<file path="src/rtl/cmq_pkg.sv">
package cmq_pkg;

  typedef enum logic [2:0] {
    RG_MODE   = 3'd0,
    RG_ADDR   = 3'd1,
    RG_SIZE   = 3'd2,
    RG_WAYS   = 3'd3,
    RG_REGST  = 3'd4,
    RG_DONEST = 3'd5,
    RG_PRIM   = 3'd6
  } reg_idx_e;

  typedef struct packed {
    logic [1:0] target;
    logic [1:0] scope;
    logic       notify;
    logic [3:0] code;
  } mode_t;

  typedef enum logic [1:0] {
    EX_IDLE = 2'd0,
    EX_LOAD = 2'd1,
    EX_CMD  = 2'd2,
    EX_PRIM = 2'd3
  } ex_state_e;

  localparam logic [1:0] TGT_WAYS    = 2'd2;
  localparam logic [1:0] SCOPE_RANGE = 2'd0;
  localparam logic [3:0] PRIM_SYNC   = 4'd8;
  localparam logic [3:0] PRIM_PFFL   = 4'd9;

  function automatic mode_t decode_mode(input logic [31:0] w);
    mode_t m;
    m.target = w[22:21];
    m.scope  = w[18:17];
    m.notify = w[15];
    m.code   = w[3:0];
    return m;
  endfunction

endpackage

</file>
<file path="src/rtl/cmq_fifo.sv">
module cmq_fifo #(
  parameter int WIDTH = 32,
  parameter int DEPTH = 4
) (
  input  logic             clk,
  input  logic             rst,
  input  logic             push,
  input  logic [WIDTH-1:0] wdata,
  input  logic             pop,
  output logic [WIDTH-1:0] rdata,
  output logic             full,
  output logic             empty
);
  localparam int PW = (DEPTH > 1) ? $clog2(DEPTH) : 1;
  localparam int CW = $clog2(DEPTH + 1);

  logic [WIDTH-1:0] mem [DEPTH];
  logic [PW-1:0]    wptr, rptr;
  logic [CW-1:0]    cnt;

  assign full  = (cnt == CW'(DEPTH));
  assign empty = (cnt == '0);

  always_ff @(posedge clk) begin
    if (push) mem[wptr] <= wdata;
    if (pop)  rdata     <= mem[rptr];
  end

  always_ff @(posedge clk) begin
    if (rst) begin
      wptr <= '0;
      rptr <= '0;
      cnt  <= '0;
    end else begin
      if (push) wptr <= (wptr == PW'(DEPTH - 1)) ? '0 : wptr + 1'b1;
      if (pop)  rptr <= (rptr == PW'(DEPTH - 1)) ? '0 : rptr + 1'b1;
      if (push && !pop)      cnt <= cnt + 1'b1;
      else if (pop && !push) cnt <= cnt - 1'b1;
    end
  end
endmodule

</file>
<file path="src/rtl/cmq_regs.sv">
module cmq_regs
  import cmq_pkg::*;
#(
  parameter int N_MASTERS = 4,
  parameter int MID_W     = 2,
  parameter int AW        = 32,
  parameter int NWAYS     = 8,
  parameter int DEPTH     = 4,
  parameter int ENTRY_W   = 64
) (
  input  logic               clk,
  input  logic               rst,
  input  logic               req_valid,
  output logic               req_ready,
  input  logic               req_write,
  input  logic [MID_W-1:0]   req_mid,
  input  logic [2:0]         req_reg,
  input  logic [31:0]        req_wdata,
  output logic               rsp_valid,
  output logic [31:0]        rsp_rdata,
  input  logic               fifo_full,
  output logic               push,
  output logic [ENTRY_W-1:0] push_data,
  output logic               sync_req,
  output logic [3:0]         sync_code,
  input  logic               exec_run,
  input  logic [MID_W-1:0]   exec_mid,
  input  logic               done_v,
  input  logic [MID_W-1:0]   done_mid,
  input  logic               done_notify,
  input  logic               sync_busy
);
  localparam int PCW = $clog2(DEPTH + 2);

  logic                 own_v;
  logic [MID_W-1:0]     own_mid;
  mode_t                mode_q;
  logic [AW-1:0]        addr_q, size_q;
  logic [NWAYS-1:0]     ways_q;
  logic [N_MASTERS-1:0] ovr_q, flag_q, outstanding;
  logic                 stall_q;
  logic [3:0]           prim_q;

  logic       acc, is_owner, may_write, commit, mid_ok, prim_ok;
  reg_idx_e   rg;

  assign req_ready = !stall_q;
  assign acc       = req_valid && req_ready;
  assign rg        = reg_idx_e'(req_reg);
  assign mid_ok    = (int'(req_mid) < N_MASTERS);
  assign is_owner  = own_v && (own_mid == req_mid);
  assign may_write = !own_v || is_owner;
  assign commit    = acc && !req_write && (rg == RG_REGST) && is_owner;
  assign push      = commit && !fifo_full;
  assign prim_ok   = (req_wdata[31:4] == '0) &&
                     ((req_wdata[3:0] == PRIM_SYNC) || (req_wdata[3:0] == PRIM_PFFL));
  assign sync_req  = acc && req_write && (rg == RG_PRIM) && prim_ok && !sync_busy;
  assign sync_code = req_wdata[3:0];

  assign push_data = {own_mid, mode_q,
                      (mode_q.scope == SCOPE_RANGE) ? addr_q : {AW{1'b0}},
                      (mode_q.scope == SCOPE_RANGE) ? size_q : {AW{1'b0}},
                      (mode_q.target == TGT_WAYS)   ? ways_q : {NWAYS{1'b0}}};

  for (genvar g = 0; g < N_MASTERS; g++) begin : g_pend
    logic [PCW-1:0] cnt;
    logic           inc, dec;
    assign inc = push   && (own_mid  == MID_W'(g));
    assign dec = done_v && (done_mid == MID_W'(g));
    always_ff @(posedge clk) begin
      if (rst)               cnt <= '0;
      else if (inc && !dec)  cnt <= cnt + 1'b1;
      else if (dec && !inc)  cnt <= cnt - 1'b1;
    end
    assign outstanding[g] = (cnt != '0);
  end

  always_ff @(posedge clk) begin
    if (rst) begin
      own_v     <= 1'b0;
      own_mid   <= '0;
      mode_q    <= '0;
      addr_q    <= '0;
      size_q    <= '0;
      ways_q    <= '0;
      ovr_q     <= '0;
      flag_q    <= '0;
      stall_q   <= 1'b0;
      prim_q    <= '0;
      rsp_valid <= 1'b0;
      rsp_rdata <= '0;
    end else begin
      rsp_valid <= 1'b0;
      if (stall_q && !sync_busy) begin
        stall_q   <= 1'b0;
        rsp_valid <= 1'b1;
        rsp_rdata <= {28'd0, prim_q};
      end
      if (acc) begin
        rsp_valid <= 1'b1;
        rsp_rdata <= '0;
        if (mid_ok) begin
          case (rg)
            RG_MODE, RG_ADDR, RG_SIZE, RG_WAYS: begin
              if (req_write) begin
                if (!may_write || (rg != RG_MODE && !is_owner)) begin
                  ovr_q[req_mid] <= 1'b1;
                end else begin
                  case (rg)
                    RG_MODE: begin
                      own_v   <= 1'b1;
                      own_mid <= req_mid;
                      mode_q  <= decode_mode(req_wdata);
                    end
                    RG_ADDR: addr_q <= req_wdata[AW-1:0];
                    RG_SIZE: size_q <= req_wdata[AW-1:0];
                    default: ways_q <= req_wdata[NWAYS-1:0];
                  endcase
                end
              end
            end
            RG_REGST: if (!req_write) begin
              rsp_rdata      <= {30'd0, commit && fifo_full, ovr_q[req_mid]};
              ovr_q[req_mid] <= 1'b0;
              if (commit) own_v <= 1'b0;
            end
            RG_DONEST: begin
              if (req_write) begin
                if (req_wdata[2]) flag_q[req_mid] <= 1'b0;
              end else begin
                rsp_rdata <= {29'd0, flag_q[req_mid],
                              exec_run && (exec_mid == req_mid),
                              outstanding[req_mid]};
              end
            end
            RG_PRIM: begin
              if (req_write) begin
                if (sync_req) prim_q <= req_wdata[3:0];
              end else if (sync_busy) begin
                stall_q   <= 1'b1;
                rsp_valid <= 1'b0;
              end else begin
                rsp_rdata <= {28'd0, prim_q};
              end
            end
            default: ;
          endcase
        end
      end
      if (done_v && done_notify) flag_q[done_mid] <= 1'b1;
    end
  end
endmodule

</file>
<file path="src/rtl/cmq_exec.sv">
module cmq_exec
  import cmq_pkg::*;
#(
  parameter int MID_W   = 2,
  parameter int AW      = 32,
  parameter int NWAYS   = 8,
  parameter int ENTRY_W = 64
) (
  input  logic               clk,
  input  logic               rst,
  input  logic               fifo_empty,
  input  logic [ENTRY_W-1:0] fifo_rdata,
  output logic               pop,
  input  logic               sync_req,
  input  logic [3:0]         sync_code,
  output logic               sync_busy,
  output logic               exec_run,
  output logic               done_v,
  output logic [MID_W-1:0]   done_mid,
  output logic               done_notify,
  output logic               cq_valid,
  input  logic               cq_ack,
  output logic               cq_prim,
  output logic [3:0]         cq_code,
  output logic [1:0]         cq_target,
  output logic [1:0]         cq_scope,
  output logic [MID_W-1:0]   cq_mid,
  output logic [AW-1:0]      cq_addr,
  output logic [AW-1:0]      cq_size,
  output logic [NWAYS-1:0]   cq_ways
);
  ex_state_e        state;
  logic             sync_pend, notify_q;
  logic [3:0]       sync_code_q;
  logic [MID_W-1:0] e_mid;
  mode_t            e_mode;
  logic [AW-1:0]    e_addr, e_size;
  logic [NWAYS-1:0] e_ways;

  assign {e_mid, e_mode, e_addr, e_size, e_ways} = fifo_rdata;
  assign pop       = (state == EX_IDLE) && !fifo_empty;
  assign sync_busy = sync_pend;
  assign exec_run  = (state == EX_CMD);

  always_ff @(posedge clk) begin
    if (rst) begin
      state       <= EX_IDLE;
      sync_pend   <= 1'b0;
      sync_code_q <= '0;
      notify_q    <= 1'b0;
      done_v      <= 1'b0;
      done_mid    <= '0;
      done_notify <= 1'b0;
      cq_valid    <= 1'b0;
      cq_prim     <= 1'b0;
      cq_code     <= '0;
      cq_target   <= '0;
      cq_scope    <= '0;
      cq_mid      <= '0;
      cq_addr     <= '0;
      cq_size     <= '0;
      cq_ways     <= '0;
    end else begin
      done_v <= 1'b0;
      if (sync_req) begin
        sync_pend   <= 1'b1;
        sync_code_q <= sync_code;
      end
      case (state)
        EX_IDLE: begin
          if (!fifo_empty) begin
            state <= EX_LOAD;
          end else if (sync_pend) begin
            cq_valid  <= 1'b1;
            cq_prim   <= 1'b1;
            cq_code   <= sync_code_q;
            cq_target <= '0;
            cq_scope  <= '0;
            cq_mid    <= '0;
            cq_addr   <= '0;
            cq_size   <= '0;
            cq_ways   <= '0;
            state     <= EX_PRIM;
          end
        end
        EX_LOAD: begin
          cq_valid  <= 1'b1;
          cq_prim   <= 1'b0;
          cq_code   <= e_mode.code;
          cq_target <= e_mode.target;
          cq_scope  <= e_mode.scope;
          cq_mid    <= e_mid;
          cq_addr   <= e_addr;
          cq_size   <= e_size;
          cq_ways   <= e_ways;
          notify_q  <= e_mode.notify;
          state     <= EX_CMD;
        end
        EX_CMD: if (cq_ack) begin
          cq_valid    <= 1'b0;
          done_v      <= 1'b1;
          done_mid    <= cq_mid;
          done_notify <= notify_q;
          state       <= EX_IDLE;
        end
        EX_PRIM: if (cq_ack) begin
          cq_valid  <= 1'b0;
          sync_pend <= 1'b0;
          state     <= EX_IDLE;
        end
        default: state <= EX_IDLE;
      endcase
    end
  end
endmodule

</file>
<file path="src/rtl/cmq_frontend.sv">
module cmq_frontend
  import cmq_pkg::*;
#(
  parameter int N_MASTERS = 4,
  parameter int MID_W     = (N_MASTERS > 1) ? $clog2(N_MASTERS) : 1,
  parameter int DEPTH     = 4,
  parameter int AW        = 32,
  parameter int NWAYS     = 8
) (
  input  logic             clk,
  input  logic             rst,
  input  logic             req_valid,
  output logic             req_ready,
  input  logic             req_write,
  input  logic [MID_W-1:0] req_mid,
  input  logic [2:0]       req_reg,
  input  logic [31:0]      req_wdata,
  output logic             rsp_valid,
  output logic [31:0]      rsp_rdata,
  output logic             cq_valid,
  input  logic             cq_ack,
  output logic             cq_prim,
  output logic [3:0]       cq_code,
  output logic [1:0]       cq_target,
  output logic [1:0]       cq_scope,
  output logic [MID_W-1:0] cq_mid,
  output logic [AW-1:0]    cq_addr,
  output logic [AW-1:0]    cq_size,
  output logic [NWAYS-1:0] cq_ways
);
  localparam int ENTRY_W = MID_W + $bits(mode_t) + 2 * AW + NWAYS;

  logic               push, pop, fifo_full, fifo_empty;
  logic [ENTRY_W-1:0] push_data, fifo_rdata;
  logic               sync_req, sync_busy, exec_run;
  logic [3:0]         sync_code;
  logic               done_v, done_notify;
  logic [MID_W-1:0]   done_mid;

  cmq_regs #(
    .N_MASTERS(N_MASTERS), .MID_W(MID_W), .AW(AW), .NWAYS(NWAYS),
    .DEPTH(DEPTH), .ENTRY_W(ENTRY_W)
  ) u_regs (
    .clk(clk), .rst(rst),
    .req_valid(req_valid), .req_ready(req_ready), .req_write(req_write),
    .req_mid(req_mid), .req_reg(req_reg), .req_wdata(req_wdata),
    .rsp_valid(rsp_valid), .rsp_rdata(rsp_rdata),
    .fifo_full(fifo_full), .push(push), .push_data(push_data),
    .sync_req(sync_req), .sync_code(sync_code),
    .exec_run(exec_run), .exec_mid(cq_mid),
    .done_v(done_v), .done_mid(done_mid), .done_notify(done_notify),
    .sync_busy(sync_busy)
  );

  cmq_fifo #(.WIDTH(ENTRY_W), .DEPTH(DEPTH)) u_fifo (
    .clk(clk), .rst(rst), .push(push), .wdata(push_data),
    .pop(pop), .rdata(fifo_rdata), .full(fifo_full), .empty(fifo_empty)
  );

  cmq_exec #(.MID_W(MID_W), .AW(AW), .NWAYS(NWAYS), .ENTRY_W(ENTRY_W)) u_exec (
    .clk(clk), .rst(rst), .fifo_empty(fifo_empty), .fifo_rdata(fifo_rdata),
    .pop(pop), .sync_req(sync_req), .sync_code(sync_code),
    .sync_busy(sync_busy), .exec_run(exec_run),
    .done_v(done_v), .done_mid(done_mid), .done_notify(done_notify),
    .cq_valid(cq_valid), .cq_ack(cq_ack), .cq_prim(cq_prim),
    .cq_code(cq_code), .cq_target(cq_target), .cq_scope(cq_scope),
    .cq_mid(cq_mid), .cq_addr(cq_addr), .cq_size(cq_size), .cq_ways(cq_ways)
  );
endmodule

</file>
<file path="config.mk">
export PLATFORM = sky130hd
export DESIGN_NAME = cmq_frontend
export DESIGN_NICKNAME = d
export VERILOG_FILES = /design/src/rtl/cmq_pkg.sv /design/src/rtl/cmq_fifo.sv /design/src/rtl/cmq_regs.sv /design/src/rtl/cmq_exec.sv /design/src/rtl/cmq_frontend.sv
export SDC_FILE = /design/constraint.sdc
export NUM_CORES = 1
export LEC_CHECK = 0
export ABC_AREA = 1
export BUFFER_PORTS_ARGS = -buffer_cell sky130_fd_sc_hd__buf_4
export CAP_MARGIN = 20
export CORE_MARGIN = 2
export CORE_UTILIZATION = 40
export CTS_CLUSTER_DIAMETER = 120
export DETAILED_ROUTE_END_ITERATION = 10
export PLACE_DENSITY = 0.64
export SETUP_SLACK_MARGIN = 0.02
export SYNTH_ARGS = -nofsm -noshare
export SYNTH_HDL_FRONTEND = slang
export SYNTH_SLANG_ARGS = --single-unit
</file>
<file path="constraint.sdc">
create_clock -name clk -period 16.45 [get_ports clk]
set_input_delay 1.645 -clock clk [delete_from_list [all_inputs] [get_ports clk]]
set_output_delay 1.645 -clock clk [all_outputs]
set_load 0.02 [all_outputs]
</file>
# Yosys cells after proc, flatten, opt, wreduce, memory -nomap -nowiden
# Memories as Yosys holds them, arrays and structs flattened. A register that Yosys moved wholly into a read port is not among the register bits.
# Index checks and enable logic that the tools add are counted.
# op_classes
n_addsub	12
order_cmp	4
n_eq_ne	33
muxes	88
n_bitwise	8
reduce_logical	93
# op_table
op	n
$mux 32	7
$pmux 32 s2	2
$pmux 32 s3	1
$mux 4	12
$logic_and 1x1->1	37
$mux 3	11
$mux 1	29
$logic_not 28->1	1
$reduce_and 5->1	5
$mux 8	3
$eq 2x2->1 const B	9
$logic_not 1->1	18
$mux 2	8
$pmux 4 s2	2
$pmux 8 s2	1
$reduce_bool 2->1	8
$add 3x1->3 const B	5
$reduce_bool 3->1	5
$sub 3x1->3 const B	5
$eq 3x3->1 const B	4
$ne 2x1->1 const B	6
$pmux 2 s2	3
$and 4x4->4	2
$eq 4x4->1 const B	2
other kinds (27)	52
# totals
reg_bits	245
mem_bits_rw	332
input_bits	42
output_inout_bits	118
mem_count	1
# memory_table
name	depth	width	read_ports	rd_ports_with_merged_regs	wr	line	rtl
u_fifo.mem	4	83	1	1	1	cmq_fifo.sv:17	logic [WIDTH-1:0] mem [DEPTH];

# Depth between registers and ports, before layout
# Gate-level depths: netlist (run 1).
# logic_depth
word_depth	13
depth_mapped	16
depth_no_buf	14

# Hierarchy
# From an unflattened synthesis (run 1), not the netlist that was laid out.
# unflattened
hier_cells	2174
area_unflattened_um2	24309.6
# modules_own_cells
module	n_inst	cells_each	area_per_inst_um2	seq_area_each_um2
cmq_fifo	1	942	15175.8	12602.1
cmq_regs	1	789	5626.6	2282.2
cmq_exec	1	443	3507.1	1921.8

# Worst setup path before layout (run 1)
# OpenSTA, ideal clock, no wires.
# synth_path
path_kind	input -> register
startpoint	input req_mid[0]
endpoint	memory u_fifo.mem[0][0] (netlist bit) (enable)
setup_time_ns	0.525
arrival_time_ns	5.865
required_ns	15.925
path_slack_ns	10.060
path_stages	7
path_cell_list	buf_4 -> a21oi_2 -> nand3_2 -> inv_1 -> nand4_1 -> buf_2 -> nor2_1
# synth_via
elab_chain_cells	6
# synth_lines
item	line	rtl
start, declared	cmq_frontend.sv:15	input logic [MID_W-1:0] req_mid,
$eq 2x2->1	cmq_regs.sv:51	assign is_owner = own_v && (own_mid == req_mid);
$logic_and 1x1->1	cmq_regs.sv:51	
$logic_and 1x1->1	cmq_regs.sv:53	assign commit = acc && !req_write && (rg == RG_REGST) && is_owner;
$logic_and 1x1->1	cmq_regs.sv:54	assign push = commit && !fifo_full;
$mux 1	cmq_fifo.sv:25	if (push) mem[wptr] <= wdata;
$mux 1 (not written as such)	cmq_fifo.sv:25	
end, declared	cmq_fifo.sv:17	
# Every way passes these cells.

# Worst setup path in the final report (run 1)
# layout_path
startpoint	input req_reg[1]
endpoint	memory u_fifo.mem[0][26] (netlist bit) (enable)
# layout_via
elab_chain_cells	6
# layout_lines
item	line	rtl
start, declared	cmq_frontend.sv:16	input logic [2:0] req_reg,
$eq 3x3->1	cmq_regs.sv:53	
$logic_and 1x1->1 (2 in series)	cmq_regs.sv:53	
$logic_and 1x1->1	cmq_regs.sv:54	
$mux 1	cmq_fifo.sv:25	
$mux 1 (not written as such)	cmq_fifo.sv:25	
# Every way passes these cells.

==> results of run 1 <==
## placed cells by master (no fill, tap or decap), types with 5 or more instances in the layout
cell / instances
a21oi_1: 143
clkinv_2: 15
nor2_1: 427
fa_1: 5
nand4_1: 13
o21ai_0: 209
inv_2: 10
inv_1: 138
clkbuf_16: 71
ha_1: 10
clkbuf_1: 16
buf_4: 147
clkinv_1: 8
edfxtp_1: 415
nor3_1: 8
nand2_1: 381
nand3_1: 29
o22ai_1: 83
nor2_4: 8
dfxtp_1: 215
conb_1: 28
clkbuf_8: 6
## cells by family (layout without fill, tap and decap cells)
group | Yosys count | in the layout | synth area share, %
simple gates | 883 | 883 | 14.5
flops | 632 | 632 | 69.1
compound gates | 445 | 445 | 9.71
buf+inv | 299 | 421 | 5.66
fa+ha+maj | 15 | 15 | 0.926
xor+xnor | 4 | 4 | 0.144
other cells | 1 | 28 | 0.0154
## power by group
part           internal [W]  switching, W  total [W]
sequential          0.00195      0.000115    0.00207
combinational      0.000295      0.000722    0.00102
clock              0.000848      0.000600    0.00145
## state kept, by name, indices dropped and copies added, names as in the netlist, 4 cells and up, named ones only
| signal | flops |
|---|---|
| u_exec.cq_addr | 32 |
| u_exec.cq_code | 4 |
| u_exec.cq_size | 32 |
| u_exec.cq_ways | 8 |
| u_exec.sync_code_q | 4 |
| u_fifo.mem | 332 |
| u_fifo.rdata | 83 |
| u_regs.addr_q | 32 |
| u_regs.flag_q | 4 |
| u_regs.g_pend.cnt | 12 |
| u_regs.prim_q | 4 |
| u_regs.push_data | 9 |
| u_regs.rsp_rdata | 4 |
| u_regs.size_q | 32 |
| u_regs.ways_q | 8 |
## metal layers
metal  vias to the layer above  wire length [um]  part of all wire (%)  track usage [%]
li1                       7851                 -                     -                -
met1                      8033             26200                    44             25.5
met2                       519             28200                    47             30.9
met3                        82              3670                   6.2             2.65
met4                         0              1370                   2.3             6.38
met5                         -                 0                     0                0
## area by class of cell
| type | instances | share of cell area, % |
|---|---|---|
| Multi-Input combinational cell | 1375 | 22.5 |
| Timing Repair Buffer | 149 | 4.12 |
| Clock buffer | 93 | 6.87 |
| Inverter | 151 | 2.05 |
| Sequential cell | 632 | 60.2 |
| Tap cell | 782 | 3.50 |
| Clock inverter | 28 | 0.717 |
## worst max-delay path: stages
cell and delay [ns]:
buf_4 0.13, nor2_2 0.17, inv_2 0.09, nor2_4 0.21, nand4_1 0.73, nor2_4 0.92, buf_4 0.89
## worst max-delay path by stage
stage | from | end | slack (ns) | depth (start not counted)
2_1_floorplan | req_mid[0] | u_fifo.mem[0][0]$_DFFE_PP_ | 10.06 | 7
3_3_place_gp | req_reg[1] | u_fifo.mem[1][17]$_DFFE_PP_ | 11.19 | 7
3_5_place_dp | req_reg[1] | u_fifo.mem[0][18]$_DFFE_PP_ | 11.14 | 7
4_1_cts | req_reg[1] | u_fifo.mem[0][81]$_DFFE_PP_ | 11.73 | 7
5_1_grt | req_reg[1] | u_fifo.mem[0][81]$_DFFE_PP_ | 11.57 | 7
6_report | req_reg[1] | u_fifo.mem[0][26]$_DFFE_PP_ | 11.78 | 7
## through the flow
stage               worst slack (ns)  hold slack [ns]  cell area, sq um
floorplan                      10.06            0.419             24400
global placement               11.19            0.426             25800
detailed placement             11.14            0.442             25800
CTS                            11.73            0.450             27900
global route                   11.57            0.469             27900
finish                         11.78            0.450             27900
==> summary.txt, run 1 <==
STA
  • Final setup viols: 0
  • Actual slew at the worst max-slew pin: 1.02 ns
  • Layout Skew: ~0.021 ns
  • Tcrit/Tclk final: 28.4%
  • Peak Freq: about 210 MHz
  • Rel. slew slack: around 32%
  • Final TNS setup: 0 ns
  • Unrepaired setup endpoints after global routing: false
  • Post-route minimum period: 4.67 ns
  • Final hold vios: 0
  • Max-slew violation count: 0

Layout
  • Layout Utilization: a little under half
  • Area growth syn-to-layout: 14.8%
  • # diodes: 0
  • Fin nets: 2,433
  • Layout cells sized above 1: 11.8%
  • Non-Filler Instances: 3,210
  • # fillers: 5,487
  • Sequential Area: 0.0168 sq mm
  • Area of the multi-input gates: 0.00630 sq mm

Clock network
  • TritonCTS Sinks: 632
  • Max H-tree Level: 3
  • Post-CTS Setup Inserts: 0
  • Root Buffer: clkbuf_16
  • CTS tree: built
  • Post_cts resized: 0
  • CTS Buffer Depth: 3
  • CTS Buf Count: 67
  • Clock latency on the worst-skew pair: 0.59 ns
  • CTS clk-pin slew, worst paths: approximately 0.06 ns
  • Cts hold-fix bufs: 0

Status
  • Status: finished clean

Worst hold path
  • WHS Endpoint: u_exec.sync_code_q[2]$_SDFFE_PP0P_
  • Depth of the worst hold-timing path: 2
  • HP Class: flop to flop
  • Min-delay src: u_exec.sync_code_q[2]$_SDFFE_PP0P_

Power and ir drop
  • Leakage: 10.8 nW
  • Power Dens Cells: 162 mW/mm^2
  • Max IR drop VDD: approximately 110 uV
  • Total design power: 0.00453 W

Detailed routing
  • Via count: about 16,000
  • Number of antenna-violating nets in the routed design: 0
  • Final wirelength: 59,400 um
  • Vias per std cell: 5.14
  • Drt first-iter violations: 1,385
  • Pre-antenna DRT Iters: 7
  • Avg WL per Cell: ~19 um
  • DRC Markers: 0

Synthesis
  • #FFs+latches synth: 632
  • Yosys warnings: 0
  • Count leader, synth: nor2_1
  • Top-area cell type share of the netlist area: slightly above 50%
  • Post-synth EDFFs: just over 400
  • Most frequent cells after synthesis: nor2_1 (432), edfxtp_1 (415), nand2_1 (382)
  • Cell Area, Synth: 0.0243 sq mm
  • Syn avg cell area: 10.7 sq um
  • Register area share after synthesis: between 60% and 70%
  • Yosys top cell by area: edfxtp_1
  • Mapped Cells: 2,279
  • Main area contributors after synthesis: edfxtp_1 (51%), dfxtp_1 (18%), nor2_1 (6.7%), nand2_1 (5.9%), o21ai_0 (4.3%)
  • Post-synth ARST share: 0%
  • Post-synth cell types: 40
  • Post-synth top flop: edfxtp_1

Floorplan
  • Core area: 0.0602 sq mm
  • Die Height: approximately 250 um
  • Die Width: 251 um
  • Die ar.: 0.0628 sq mm
  • FP Rows: 90
  • Initial Util: roughly two fifths
  • Top Ports: between 150 and 200

Critical path
  • Critical path type: primary input to flop
  • WP data arrival: approximately 4.9 ns
  • Crit Path Max Fanout: 61
  • CP endpoint kind: flop
  • Reg-to-Reg Start: u_regs.own_mid[0]$_SDFFE_PP0P_
  • Crit path launch type: primary input
  • FF-to-FF setup slack: 12.42 ns
  • Worst path required time: 16.65 ns
  • Reg-to-reg critical path endpoint: u_fifo.mem[0][26]$_DFFE_PP_
  • R2r worst-path depth: 7

Global routing
  • All-layer global routing usage: 18.8%
  • Largest net degree at the start of global routing: 94
  • Initial antenna violation count: 0
  • Vias in the first global route: 16,040
  • Global-route wire length before repair: 91,300 um
  • Total gr overflow: 0

Place
  • Dpl cells: slightly above 3,000
  • GPL Wtd Cong: 0.816
  • DP Wirelength: 35,400 um
  • Input/output buffers: between 100 and 150

Job
  • MaxCap Viol Count: 0
Power figures use the tool's default switching activity.
==> run 2: changes to the inputs <==
Settings changed: ABC_AREA 1 to 0.
Clock period 16.45 ns to 4.5 ns, I/O delays scaled along.
==> summary.txt, run 2 <==
Floorplan
  • Initial Util: 40.4%
  • Die ar.: 0.0613 sq mm
  • Core area: 0.0588 sq mm
  • Die Width: 248 um
  • Die Height: 248 um
  • Top Ports: 160
  • FP Rows: 89

Layout
  • Largest registers: u_fifo.mem x332, u_fifo.rdata x83
  • Final instance area: 0.0275 sq mm
  • # diodes: 0
  • Area growth syn-to-layout: 16.0%
  • Fin nets: 1,720
  • Area of the multi-input gates: 0.00645 sq mm
  • Sequential Area: between 0.015 and 0.02 sq mm
  • Reg with most FFs: u_fifo.mem
  • Most common cell after layout, fill and taps aside: edfxtp_1
  • Number of flip-flops in the largest register: 332
  • Layout cells sized above 1: 20.6%
  • # fillers: 5,040
  • Most frequent cells in the layout: edfxtp_1 (415), dfxtp_1 (215), buf_4 (149)

Clock network
  • CTS clk-pin slew, worst paths: 0.06 ns
  • CTS Buffer Depth: 3
  • Post_cts resized: 0
  • Max H-tree Level: 2
  • Clock latency on the worst-skew pair: approximately 0.64 ns
  • Root Buffer: clkbuf_16
  • Post-CTS Setup Inserts: 0
  • TritonCTS Sinks: 632
  • CTS Buf Count: 61
  • Cts hold-fix bufs: 0
  • CTS tree: built

Global routing
  • Total gr overflow: 0
  • Largest net degree at the start of global routing: 70
  • Global-route wire length before repair: slightly below 80,000 um
  • Vias in the first global route: between 10,000 and 15,000
  • Initial antenna violation count: 0
  • All-layer global routing usage: 16.9%

Synthesis
  • Post-synth top flop: edfxtp_1
  • Main area contributors after synthesis: edfxtp_1 (52%), dfxtp_1 (18%), mux4_2 (8.1%), mux2i_1 (4.1%), a22oi_1 (2.5%)
  • Compound-Gate Fraction of Synth Area: 4.43%
  • Count leader, synth: edfxtp_1
  • Mapped Cells: 1,532
  • Adder-cell share of the synthesized area: 0.949%
  • Post-synth ARST share: 0%
  • Most frequent cells after synthesis: edfxtp_1 (415), dfxtp_1 (217), nand2_1 (136)
  • Top-area cell type share of the netlist area: 52.5%
  • Yosys top cell by area: edfxtp_1
  • #FFs+latches synth: 632
  • Register area share after synthesis: around 71%
  • Simple-gate share of the synthesized area: 8.46%
  • Multiplexer area fraction after synthesis: 12.2%
  • Post-synthesis xor/xnor area fraction: 0.516%
  • Yosys warnings: 0
  • Post-synth EDFFs: around 420
  • Syn avg cell area: 15.5 sq um
  • Largest family of logic cells by synthesized area: multiplexers
  • Cell Area, Synth: 0.0237 sq mm
  • Post-synth cell types: 58

STA
  • Rel. slew slack: 35.0%
  • Post-route minimum period: 3.44 ns
  • Max-slew violation count: 0
  • Final TNS setup: 0 ns
  • Final hold vios: 0
  • Unrepaired setup endpoints after global routing: false
  • Layout Skew: around 0.03 ns
  • Tcrit/Tclk final: 76.5%
  • Final setup viols: 0
  • Peak Freq: 290 MHz
  • Actual slew at the worst max-slew pin: 0.968 ns

Critical path
  • Worst path required time: ~5.1 ns
  • R2r worst-path depth: 10
  • WP data arrival: around 4 ns
  • Reg-to-reg critical path endpoint: u_regs.g_pend[0].cnt[2]$_SDFFE_PP0P_
  • Crit Path Max Fanout: 10
  • CP endpoint kind: flop
  • Crit path launch type: flop
  • Critical path type: flop to flop
  • Reg-to-Reg Start: u_regs.own_mid[1]$_SDFFE_PP0P_
  • FF-to-FF setup slack: ~1.1 ns

Detailed routing
  • Routed wl met2: 24,500 um
  • Via count: 13,074
  • Avg WL per Cell: between 20 and 25 um
  • Number of antenna-violating nets in the routed design: 0
  • Drt first-iter violations: 1,190
  • Final wirelength: 51,800 um
  • Pre-antenna DRT Iters: 5
  • Top routing layer used: met4
  • Vias per std cell: 5.25
  • DRC Markers: 0
  • WL met3: 3590 um
  • Metal-1 WL: 22,600 um

Job
  • MaxCap Viol Count: 0

Power and ir drop
  • Leakage: between 9 and 10 nW
  • P_sw: 0.00399 W
  • Int Power: 0.0108 W
  • Power Dens Cells: approximately 540 mW/mm^2
  • Max IR drop VDD: between 300 and 400 uV
  • Comb power frac: 16.0%
  • Clock share of power: 34.3%
  • Net Sw Frac: 26.9%
  • Register share of total power: around half

Place
  • Input/output buffers: 131
  • Placement-stage cell area: about 0.026 sq mm
  • GPL Wtd Cong: approximately 0.89
  • DP Wirelength: roughly 33,000 um

Worst hold path
  • Min-delay src: cq_ack
  • HP Class: primary input to flop
  • WHS Endpoint: u_exec.state[1]$_SDFFE_PP0P_
  • Depth of the worst hold-timing path: 2

Status
  • Status: finished clean
==> run 2: changes by cell type in the layout (fill, tap and decap cells not counted), sizes merged, moves of 79 or more <==
| cell | before | now |
|---|---|---|
| mux4 | 0 | 85 |
| o22ai | 83 | 0 |
| a22oi | 0 | 79 |
| nor2 | 436 | 106 |
| nand2 | 387 | 136 |
| inv | 150 | 11 |
| a21oi | 144 | 17 |
| mux2i | 0 | 98 |
| o21ai | 212 | 16 |
==> run 2: worst max-delay path by stage <==
stage / from / to / slack, ns
2_1_floorplan: req_reg[1] / u_fifo.mem[0][0]$_DFFE_PP_ / 0.76
3_3_place_gp: req_reg[1] / u_regs.g_pend[0].cnt[2]$_SDFFE_PP0P_ / 1.00
3_5_place_dp: req_reg[1] / u_regs.g_pend[0].cnt[2]$_SDFFE_PP0P_ / 0.92
4_1_cts: u_regs.own_mid[1]$_SDFFE_PP0P_ / u_regs.g_pend[0].cnt[2]$_SDFFE_PP0P_ / 1.13
5_1_grt: u_regs.own_mid[1]$_SDFFE_PP0P_ / u_regs.g_pend[0].cnt[2]$_SDFFE_PP0P_ / 0.87
6_report: u_regs.own_mid[1]$_SDFFE_PP0P_ / u_regs.g_pend[0].cnt[2]$_SDFFE_PP0P_ / 1.06
==> run 2: cells by family (layout without fill, tap and decap cells) <==
logic type / after synthesis / in the layout
AOI/OAI and AO/OA: 150 / 150
other: 1 / 28
muxes: 183 / 183
xor gates and xnor gates: 14 / 14
adders and majority gates: 15 / 15
buffers and inverters: 128 / 284
and+or+nand+nor: 409 / 409
DFF: 632 / 632
==> run 2: final cells by class <==
class	count	share of cell area [%]
Clock buffer	90	6.46
Tap cell	773	3.51
Clock inverter	25	0.831
Multi-Input combinational cell	799	23.4
Inverter	13	0.186
Sequential cell	632	61.0
Timing Repair Buffer	156	4.57
==> run 2: per-stage QoR <==
step	hold WS (ns)	total power [W]	util, %	setup slack, ns	instances
detailed placement	0.444	0.00990	43.4	0.924	2372
floorplan	0.420	0.00895	-	0.758	1559
global route	0.0723	0.0154	46.8	0.870	2488
finish	0.0650	0.0148	46.8	1.06	2488
CTS	0.0324	0.0150	46.8	1.13	2487
global placement	0.438	0.00986	43.4	1.00	2372
==> run 2: worst max-delay path, cell delays in order, from the launching register on <==
cell     delay, ns
dfxtp_1       0.58
xnor2_1       0.21
nand3_1       0.24
nor3_2        0.72
nor3b_1       0.30
ha_1          0.22
inv_1         0.07
fa_1          0.42
xor2_1        0.16
or3_1         0.30
a21oi_1       0.16
==> run 2: power by group through the flow <==
stage / Combinational, W / Clock, W / Sequential [W]
floorplan: 0.00147 / 0 / 0.00748
global placement: 0.00237 / 0 / 0.00749
detailed placement: 0.00242 / 0 / 0.00749
CTS: 0.00242 / 0.00518 / 0.00737
global route: 0.00259 / 0.00541 / 0.00744
finish: 0.00237 / 0.00507 / 0.00736
==> run 2: layer usage <==
layer  global-route usage (%)  vias to the layer above
met5                        0                        -
met4                     5.14                        0
met3                     3.45                       68
met2                     27.2                      402
met1                     23.3                     6646
li1                         -                     5958
